`src/rtl/flc_pkg.sv`:
```
package flc_pkg;
  localparam logic [7:0] CMD_KEY = 8'h5A;

  localparam logic [7:0] OP_WP   = 8'h01;
  localparam logic [7:0] OP_SLB  = 8'h02;
  localparam logic [7:0] OP_CLB  = 8'h04;
  localparam logic [7:0] OP_EA   = 8'h08;
  localparam logic [7:0] OP_SGPB = 8'h0B;
  localparam logic [7:0] OP_CGPB = 8'h0D;

  localparam logic [1:0] ADDR_MODE = 2'd0;
  localparam logic [1:0] ADDR_CMD  = 2'd1;
  localparam logic [1:0] ADDR_STAT = 2'd2;

  localparam int ST_READY  = 0;
  localparam int ST_EOL    = 1;
  localparam int ST_LOCKE  = 2;
  localparam int ST_INV    = 3;
  localparam int ST_SECURE = 4;
  localparam int ST_GP_LSB = 8;
  localparam int ST_LK_LSB = 16;

  typedef struct packed {
    logic [7:0] key;
    logic [5:0] rsv;
    logic [9:0] page;
    logic [7:0] code;
  } cmd_word_t;
endpackage

```
`src/rtl/flc_decode.sv`:
```
module flc_decode
  import flc_pkg::*;
#(
  parameter int NUM_REGIONS = 16,
  parameter int PPR         = 32,
  parameter int NUM_GPNVM   = 2,
  parameter int RW          = 4,
  parameter int GW          = 1
) (
  input  logic [31:0]            cmd_i,
  input  logic [NUM_REGIONS-1:0] locks_i,
  output logic                   ok_o,
  output logic                   inv_o,
  output logic                   lock_err_o,
  output logic [7:0]             code_o,
  output logic [RW-1:0]          region_o,
  output logic [GW-1:0]          gp_o
);
  localparam int PSH = $clog2(PPR);

  cmd_word_t  w;
  logic [9:0] region_full;
  logic       in_plane, gp_ok, key_ok, valid, locked;

  assign w           = cmd_i;
  assign region_full = w.page >> PSH;
  assign in_plane    = region_full < 10'(NUM_REGIONS);
  assign gp_ok       = w.page < 10'(NUM_GPNVM);
  assign key_ok      = (w.key == CMD_KEY);
  assign region_o    = region_full[RW-1:0];
  assign gp_o        = w.page[GW-1:0];
  assign code_o      = w.code;

  always_comb begin
    valid  = 1'b0;
    locked = 1'b0;
    case (w.code)
      OP_WP: begin
        valid  = in_plane;
        locked = in_plane && locks_i[region_o];
      end
      OP_SLB, OP_CLB:   valid = in_plane;
      OP_EA: begin
        valid  = 1'b1;
        locked = |locks_i;
      end
      OP_SGPB, OP_CGPB: valid = gp_ok;
      default:          valid = 1'b0;
    endcase
  end

  assign inv_o      = !key_ok || !valid;
  assign lock_err_o = key_ok && valid && locked;
  assign ok_o       = key_ok && valid && !locked;
endmodule

```
`src/rtl/flc_timer.sv`:
```
module flc_timer #(
  parameter int CYCLES = 8,
  parameter int CW     = 4
) (
  input  logic          clk_i,
  input  logic          rst_ni,
  input  logic          start_i,
  output logic          ready_o,
  output logic          done_o,
  output logic [CW-1:0] cnt_o
);
  logic [CW-1:0] cnt_q;

  always_ff @(posedge clk_i or negedge rst_ni) begin
    if (!rst_ni)             cnt_q <= '0;
    else if (start_i)        cnt_q <= CW'(CYCLES);
    else if (cnt_q != '0)    cnt_q <= cnt_q - 1'b1;
  end

  assign ready_o = (cnt_q == '0);
  assign done_o  = (cnt_q == CW'(1));
  assign cnt_o   = cnt_q;
endmodule

```
`src/rtl/flc_nvstate.sv`:
```
module flc_nvstate
  import flc_pkg::*;
#(
  parameter int NUM_REGIONS = 16,
  parameter int NUM_GPNVM   = 2,
  parameter int RW          = 4,
  parameter int GW          = 1
) (
  input  logic                   clk_i,
  input  logic                   rst_ni,
  input  logic                   por_ni,
  input  logic                   done_i,
  input  logic [7:0]             op_i,
  input  logic [RW-1:0]          region_i,
  input  logic [GW-1:0]          gp_i,
  output logic [NUM_REGIONS-1:0] locks_o,
  output logic [NUM_GPNVM-1:0]   gp_vis_o,
  output logic                   pend_o
);
  logic [NUM_REGIONS-1:0] locks_q;
  logic [NUM_GPNVM-1:0]   gp_store_q, gp_vis_q;
  logic                   pend_q;

  always_ff @(posedge clk_i or negedge rst_ni) begin
    if (!rst_ni) begin
      locks_q <= '0;
    end else if (done_i) begin
      if (op_i == OP_SLB) locks_q[region_i] <= 1'b1;
      if (op_i == OP_CLB) locks_q[region_i] <= 1'b0;
    end
  end

  // storage survives controller reset; only power-on clears it
  always_ff @(posedge clk_i or negedge por_ni) begin
    if (!por_ni) begin
      gp_store_q <= '0;
    end else if (done_i) begin
      if (op_i == OP_SGPB) gp_store_q[gp_i] <= 1'b1;
      if (op_i == OP_CGPB) gp_store_q[gp_i] <= 1'b0;
    end
  end

  // visible copy reloads once after each controller reset
  always_ff @(posedge clk_i or negedge rst_ni) begin
    if (!rst_ni) begin
      gp_vis_q <= '0;
      pend_q   <= 1'b1;
    end else if (pend_q) begin
      gp_vis_q <= gp_store_q;
      pend_q   <= 1'b0;
    end
  end

  assign locks_o  = locks_q;
  assign gp_vis_o = gp_vis_q;
  assign pend_o   = pend_q;
endmodule

```
`src/rtl/flash_cmd_ctrl.sv`:
```
module flash_cmd_ctrl
  import flc_pkg::*;
#(
  parameter int PAGE_BYTES  = 128,
  parameter int NUM_REGIONS = 16,
  parameter int NUM_GPNVM   = 2,
  parameter int BUSY_CYCLES = 8,
  parameter bit USE_EOL     = 1'b1
) (
  input  logic        clk_i,
  input  logic        rst_ni,
  input  logic        por_ni,
  input  logic        secure_i,
  input  logic        reg_wr_i,
  input  logic        reg_rd_i,
  input  logic [1:0]  reg_addr_i,
  input  logic [31:0] reg_wdata_i,
  output logic [31:0] reg_rdata_o
);
  localparam int PPR = (PAGE_BYTES == 256) ? 64 : 32;
  localparam int RW  = (NUM_REGIONS > 1) ? $clog2(NUM_REGIONS) : 1;
  localparam int GW  = (NUM_GPNVM > 1) ? $clog2(NUM_GPNVM) : 1;
  localparam int CW  = $clog2(BUSY_CYCLES + 1);

  logic                   cmd_wr, stat_rd, ready, done;
  logic                   dec_ok, dec_inv, dec_lock;
  logic                   start, inv_set, lock_set;
  logic [7:0]             dec_code, op_q;
  logic [RW-1:0]          dec_region, region_q;
  logic [GW-1:0]          dec_gp, gp_q;
  logic [CW-1:0]          cnt;
  logic [NUM_REGIONS-1:0] locks;
  logic [NUM_GPNVM-1:0]   gp_vis;
  logic                   pend;
  logic                   inv_q, locke_q, eol;
  logic [7:0]             fmcn_q;
  logic [1:0]             fws_q;
  logic [31:0]            status;

  assign cmd_wr   = reg_wr_i && (reg_addr_i == ADDR_CMD);
  assign stat_rd  = reg_rd_i && (reg_addr_i == ADDR_STAT);
  assign start    = cmd_wr && ready && dec_ok;
  assign inv_set  = cmd_wr && ready && dec_inv;
  assign lock_set = cmd_wr && ready && dec_lock;

  flc_decode #(
    .NUM_REGIONS(NUM_REGIONS), .PPR(PPR), .NUM_GPNVM(NUM_GPNVM), .RW(RW), .GW(GW)
  ) u_dec (
    .cmd_i(reg_wdata_i), .locks_i(locks), .ok_o(dec_ok), .inv_o(dec_inv),
    .lock_err_o(dec_lock), .code_o(dec_code), .region_o(dec_region), .gp_o(dec_gp)
  );

  flc_timer #(.CYCLES(BUSY_CYCLES), .CW(CW)) u_tmr (
    .clk_i, .rst_ni, .start_i(start), .ready_o(ready), .done_o(done), .cnt_o(cnt)
  );

  always_ff @(posedge clk_i or negedge rst_ni) begin
    if (!rst_ni) begin
      op_q     <= '0;
      region_q <= '0;
      gp_q     <= '0;
    end else if (start) begin
      op_q     <= dec_code;
      region_q <= dec_region;
      gp_q     <= dec_gp;
    end
  end

  flc_nvstate #(
    .NUM_REGIONS(NUM_REGIONS), .NUM_GPNVM(NUM_GPNVM), .RW(RW), .GW(GW)
  ) u_nv (
    .clk_i, .rst_ni, .por_ni, .done_i(done), .op_i(op_q), .region_i(region_q),
    .gp_i(gp_q), .locks_o(locks), .gp_vis_o(gp_vis), .pend_o(pend)
  );

  always_ff @(posedge clk_i or negedge rst_ni) begin
    if (!rst_ni) begin
      inv_q   <= 1'b0;
      locke_q <= 1'b0;
    end else begin
      if (inv_set)       inv_q <= 1'b1;
      else if (stat_rd)  inv_q <= 1'b0;
      if (lock_set)      locke_q <= 1'b1;
      else if (stat_rd)  locke_q <= 1'b0;
    end
  end

  generate
    if (USE_EOL) begin : g_eol
      logic eol_q;
      always_ff @(posedge clk_i or negedge rst_ni) begin
        if (!rst_ni)                                     eol_q <= 1'b0;
        else if (done && (op_q == OP_SLB || op_q == OP_CLB)) eol_q <= 1'b1;
        else if (stat_rd)                                eol_q <= 1'b0;
      end
      assign eol = eol_q;
    end else begin : g_no_eol
      assign eol = 1'b0;
    end
  endgenerate

  always_ff @(posedge clk_i or negedge rst_ni) begin
    if (!rst_ni) begin
      fmcn_q <= '0;
      fws_q  <= '0;
    end else if (reg_wr_i && reg_addr_i == ADDR_MODE) begin
      fmcn_q <= reg_wdata_i[23:16];
      fws_q  <= reg_wdata_i[9:8];
    end
  end

  always_comb begin
    status                                = '0;
    status[ST_READY]                      = ready;
    status[ST_EOL]                        = eol;
    status[ST_LOCKE]                      = locke_q;
    status[ST_INV]                        = inv_q;
    status[ST_SECURE]                     = secure_i;
    status[ST_GP_LSB +: NUM_GPNVM]        = gp_vis;
    status[ST_LK_LSB +: NUM_REGIONS]      = locks;
  end

  always_comb begin
    case (reg_addr_i)
      ADDR_MODE: reg_rdata_o = {8'h00, fmcn_q, 6'h00, fws_q, 8'h00};
      ADDR_STAT: reg_rdata_o = status;
      default:   reg_rdata_o = '0;
    endcase
  end
endmodule

```
`config.mk`:
```
export PLATFORM = sky130hd
export DESIGN_NAME = flash_cmd_ctrl
export DESIGN_NICKNAME = d
export VERILOG_FILES = /design/src/rtl/flc_pkg.sv /design/src/rtl/flc_decode.sv /design/src/rtl/flc_timer.sv /design/src/rtl/flc_nvstate.sv /design/src/rtl/flash_cmd_ctrl.sv
export SDC_FILE = /design/constraint.sdc
export NUM_CORES = 1
export LEC_CHECK = 0
export ABC_AREA = 1
export CAP_MARGIN = 0
export CORE_MARGIN = 3
export CORE_UTILIZATION = 45
export CTS_BUF_LIST = sky130_fd_sc_hd__clkbuf_2
export DETAILED_ROUTE_END_ITERATION = 6
export PLACE_DENSITY = 0.77
export RECOVER_POWER = 100
export SYNTH_ARGS = -nofsm -noshare
export SYNTH_HDL_FRONTEND = slang
export SYNTH_HIERARCHICAL = 1
export SYNTH_SLANG_ARGS = --single-unit
export TNS_END_PERCENT = 50
```
`constraint.sdc`:
```
create_clock -name clk_i -period 2.5 [get_ports clk_i]
set_clock_uncertainty 0.15 [all_clocks]
set_input_delay 0.75 -clock clk_i [delete_from_list [all_inputs] [get_ports clk_i]]
set_output_delay 0.75 -clock clk_i [all_outputs]
set_load 0.05 [all_outputs]
```
Yosys cells after proc, flatten, opt, wreduce, memory -nomap -nowiden
Cells that the tools add are included.
Widths: inputs -> output; s select.
{"block": "totals", "register_bits": 51, "inputBits": 40}
{"block": "op_classes", "n_addsub": 1, "n_lt_le_gt_ge": 7, "eq_ne": 14, "n_mux": 21, "bitwise_logic": 6, "reduce_logical": 29}
{"operator": "$pmux 32 s2", "n": 1}
{"operator": "$mux 16", "n": 3}
{"operator": "$eq 8x4->1 const B", "n": 5}
{"operator": "$and 16x16->16", "n": 1}
{"operator": "$eq 8x2->1 const B", "n": 2}
{"operator": "$eq 8x3->1 const B", "n": 2}
{"operator": "$not 16->16", "n": 1}
{"operator": "$or 16x16->16", "n": 1}
{"operator": "$reduce_or 16->1", "n": 1}
{"operator": "$logic_and 1x1->1", "n": 14}
{"operator": "$lt 10x2->1 const B", "n": 1}
{"operator": "$lt 4x5->1 const B", "n": 2}
{"operator": "$eq 8x1->1 const B", "n": 1}
{"operator": "$eq 8x7->1 const B", "n": 1}
{"operator": "$mux 4", "n": 2}
{"operator": "$reduce_bool 2->1", "n": 4}
{"operator": "$mux 1", "n": 7}
{"operator": "$mux 2", "n": 3}
{"operator": "$lt 5x5->1 const B", "n": 1}
{"operator": "$bmux 1 s4", "n": 1}
{"operator": "$demux 1 s4", "n": 1}
{"operator": "$eq 4x1->1 const B", "n": 1}
{"operator": "$ge 4x1->1 const B", "n": 1}
{"operator": "$logic_not 4->1", "n": 1}
{"operator": "other kinds (17)", "n": 20}

Logic depth before layout (Yosys ltp)
{"block": "depth", "ltp_word": 9, "ltp_mapped": 16, "depth_no_buf": 14}

By module
The synthesis kept the hierarchy.
{"mod": "flash_cmd_ctrl", "instances": 1, "cells_per_inst": 204, "area_per_inst_um2": 1432.6, "seq_area_each_um2": 650.6}
{"mod": "flc_nvstate", "instances": 1, "cells_per_inst": 149, "area_per_inst_um2": 1247.4, "seq_area_each_um2": 526.8}
{"mod": "flc_decode", "instances": 1, "cells_per_inst": 110, "area_per_inst_um2": 565.5, "seq_area_each_um2": 0.0}
{"mod": "flc_timer", "instances": 1, "cells_per_inst": 31, "area_per_inst_um2": 249.0, "seq_area_each_um2": 100.1}

Worst setup path after synthesis
No wires, ideal clock.
{"block": "synth_path", "path_type": "input port to output port", "startpoint": "input port reg_addr_i[0]", "endpoint": "output port reg_rdata_o[0]", "t_arrival_ps": 1783, "required_ps": 1600, "setup_slack_ps": -183, "cell_stages": 4, "n_path_buf": 1, "path_cell_list": "inv_1 -> nand2_1 -> buf_2 -> nor2_1"}
{"block": "synth_between", "elab_chain_len": 2, "elab_cells_between_ends": 3}
{"item": "from (decl)", "line": "flash_cmd_ctrl.sv:16", "source": "input logic [1:0] reg_addr_i,"}
{"item": "$eq 2x2->1 / $logic_not 2->1 (equally long branches)", "line": "flash_cmd_ctrl.sv:124", "source": "case (reg_addr_i)"}
{"item": "$pmux 32 s2 (*)", "line": "flash_cmd_ctrl.sv:124"}
{"item": "to (decl)", "line": "flash_cmd_ctrl.sv:18", "source": "output logic [31:0] reg_rdata_o"}
Mark *: on every way between the ends. The rest lies on a longest branch, timed or not.

Worst setup path after layout
{"block": "layout_path", "startpoint": "input port reg_addr_i[1]", "endpoint": "output port reg_rdata_o[8]"}
Same word-level chain as after synthesis.

==> impl_metrics.csv <==
group,metric,value,unit
outcome,status,"completed",
global_routing,antenna_found_initial,0,
power,p_seq_share,44.6,%
drt,routedWlPerCell,12.9,um
synthesis,muxShareOfSynthArea,0,%
global_routing,grt_pass1_wl,14900,um
power,p_total,2.12,mW
setup_path,endpoint_kind,"primary output",
floorplan,die_w,94.1,um
setup_path,path_delay_family,"buffers and inverters",
placed_design,dp_hpwl,6660,um
layout,drive_gt1_share,25.7,%
floorplan,start_util,47.2,%
clock_network,path_clk_slew,250,ps
synthesis,synth_top_family_by_area,"simple AND/OR/NAND/NOR gates",
clock_network,clock-sinks,51,
placed_design,place.gp.congestion,0.879,
power,combPwrFrac,35.2,%
timing,fin_crit_sh,98.8,%
drt,viasPerCell,4.92,
drt,firstDrtPassIters,4,
synthesis,synth_cells,494,
setup_path,critical_path.cell_chain,"clkbuf_2 > clkbuf_2 > nor2_4 > buf_8 > nand2_2 > nand2_4 > buf_12",
floorplan,die_area,0.00886,mm^2
setup_path,path_depth,7,
timing,setup_viol,0,
floorplan,core.rowCount,31,
run,drv_cap,0,
drt,drc_errors,0,
setup_path,crit_type,"in2out",
synthesis,synthAdderAreaFrac,1.07,%
layout,finalInstanceArea,0.00473,mm^2
layout,area_growth,35.3,%
synthesis,yosys.area_share.simple,40.7,%
timing,fin_crit,2470,ps
power,ir_worst_vdd,0.000399,V
setup_path,worstPathArrival,1570,ps
synthesis,synthXorXnorAreaFrac,0.501,%
drt,via_count,3360,
clock_network,cts_tree,"done",
timing,worst_pin_slew,1110,ps
clock_network,clock_path_buffers,2,
clock_network,htree_levels,2,
power,power_density,447,mW/mm^2
global_routing,grt_max_degree,32,
synthesis,synth_compound_area_share,4.80,%
setup_path,start_kind,"input pin",
drt,first_iter_violations,255,
timing,finalHoldViolCount,0,
timing,fmax,405,MHz
clock_network,cts_buffers,5,
synthesis,yosysUniqueCellTypes,38,
setup_path,timing.critical_path.mode_cell,"clkbuf_2",
timing,drv_slew,0,
global_routing,overflow,0,
synthesis,syn_area_per_cell,7.07,um^2
timing,slew_headroom,25.8,%
setup_path,reg2reg_slack,280,ps
power,netSwitchingPower,0.714,mW
global_routing,grtUsageTotal,21.1,%
synthesis,synth-seq-cells,51,
floorplan,io_pins,72,
layout,fin_nets,626,
setup_path,crit_buf_inv,4,
floorplan,core_area,0.00741,mm^2
drt,antenna_left,0,
clock_network,clock-root-buffer,"clkbuf_2",
drt,routed_wl,8830,um
setup_path,rr_worst_depth,10,
synthesis,seq_area_frac_synth,36.6,%
global_routing,grt_pass1_vias,3248,
floorplan,die_y,94.1,um
setup_path,cp_max_fo,7,
setup_path,slowest_delay,160,ps
setup_path,crit_required,1600,ps
synthesis,synth_area,0.00349,mm^2
synthesis,yosys_warnings,6,
power,swShare,33.8,%
setup_path,crit_path_top_delay_cell,"buf_8",
power,power_frac_clock,20.2,%
clock_network,postCtsHoldBufs,0,
clock_network,clkLatencyLatePin,430,ps
min_path,hold_class,"in2async",
placed_design,dpl-instance-area,0.00451,mm^2
power,p_leak,2.30,nW
timing,rsz0062_at_grt,"true",
power,power.internal,1.40,mW
placed_design,io_buffer_count,62,
placed cells by master, fill, tap and decap left out, types with 8 or more instances in the layout:
master and count:
a21oi_1 9, a21oi_2 11, buf_12 25, buf_4 33, clkbuf_2 8, clkdlybuf4s50_1 34
conb_1 10, dfrtp_1 50, inv_1 72, nand2_1 115, nand2_2 14, nand3_1 49
nor2_1 66, nor2_2 20
state kept, by name, indices dropped and copies added (netlist names), named ones only:
name	cells
fmcn_q	8
eol	1
region_q	4
u_tmr/cnt_o	4
inv_q	1
gp_q	1
fws_q	2
u_nv/gp_vis_o	2
locke_q	1
u_nv/locks_o	16
u_nv/pend_o	1
op_q	8
timing repair:
item,CTS,global route
pin swaps,10,4
setup buffers,9,2
gates resized for setup,53,7
gates cloned,2,0
setup endpoints to repair,23,8
per-layer routing:
| layer | vias to the layer above | GRT usage [%] | part of all wire, % |
|---|---|---|---|
| met4 | 0 | 5.90 | 1.9 |
| li1 | 1654 | - | - |
| met1 | 1583 | 27.2 | 42 |
| met2 | 111 | 36.0 | 50 |
| met5 | - | 0 | 0 |
| met3 | 12 | 4.09 | 5.7 |
synth_stat cells, drive strengths merged:
cell / number / share of area (%)
conb: 2 / 0.21
inv: 81 / 8.8
nor4: 1 / 0.18
o22ai: 1 / 0.18
xor2: 1 / 0.25
nand4: 8 / 1.9
nand3: 50 / 7.3
dfrtp: 50 / 36
o21ai: 4 / 0.57
buf: 31 / 7.2
and3b: 1 / 0.25
xnor2: 1 / 0.25
ha: 3 / 1.1
nor3b: 1 / 0.21
nor2: 94 / 13
nand3b: 2 / 0.90
nor3: 4 / 0.86
or2: 1 / 0.18
a21oi: 20 / 4.0
nand2: 136 / 16
clkbuf: 1 / 0.11
dfstp: 1 / 0.75
final timing paths:
path                                start              end
setup reg to reg           u_tmr/cnt_o[1]  u_nv/locks_o[5]
hold reg to reg                 fmcn_q[2]        fmcn_q[2]
hold / removal                     rst_ni  u_nv/locks_o[5]
setup / recovery            reg_addr_i[1]   reg_rdata_o[8]
max in group asynchronous          rst_ni      region_q[2]
min in group clk_i              fmcn_q[2]        fmcn_q[2]
stage by stage:
stage               hold slack (ps)  setup WS (ps)  setup TNS (ps)  utilization [%]  instances
global route                    318          -9.86           -27.7             63.8        682
global placement                311           -342          -11580             60.9        662
CTS                            72.8           9.26               0             64.3        680
finish                          314           29.3               0             63.8        683
detailed placement              308           -372          -12380             60.9        662
floorplan                       292           -183           -1870                -        502
cells by family (layout without fill, tap and decap cells):
kind of cell / Yosys count / count (layout)
AND/OR/NAND/NOR: 298 / 298
buffers and inverters: 113 / 194
flip-flops: 51 / 51
AO/OA/AOI/OAI: 25 / 25
adder cells (fa/ha/maj): 3 / 3
other: 2 / 11
XOR/XNOR: 2 / 2
power by group through the flow:
stage	Sequential (mW)	Clock, mW	Combinational [mW]
after detailed placement	0.960	0	0.587
final	0.943	0.427	0.745
after global routing	0.950	0.473	0.818
after floorplan	0.948	0	0.365
after CTS	0.938	0.438	0.717
after global placement	0.960	0	0.567
cell type report:
class,instances,area [um^2]
fill,655,2680
multi-input combinational,338,1760
sequential,51,1280
timing repair buffer,105,1180
inverter,81,314
tap,99,124
clock inverter,2,37.5
clock buffer,5,25.0
timing repair inverter,1,7.51
antenna,1,2.50
Power figures use the tool's default switching activity.
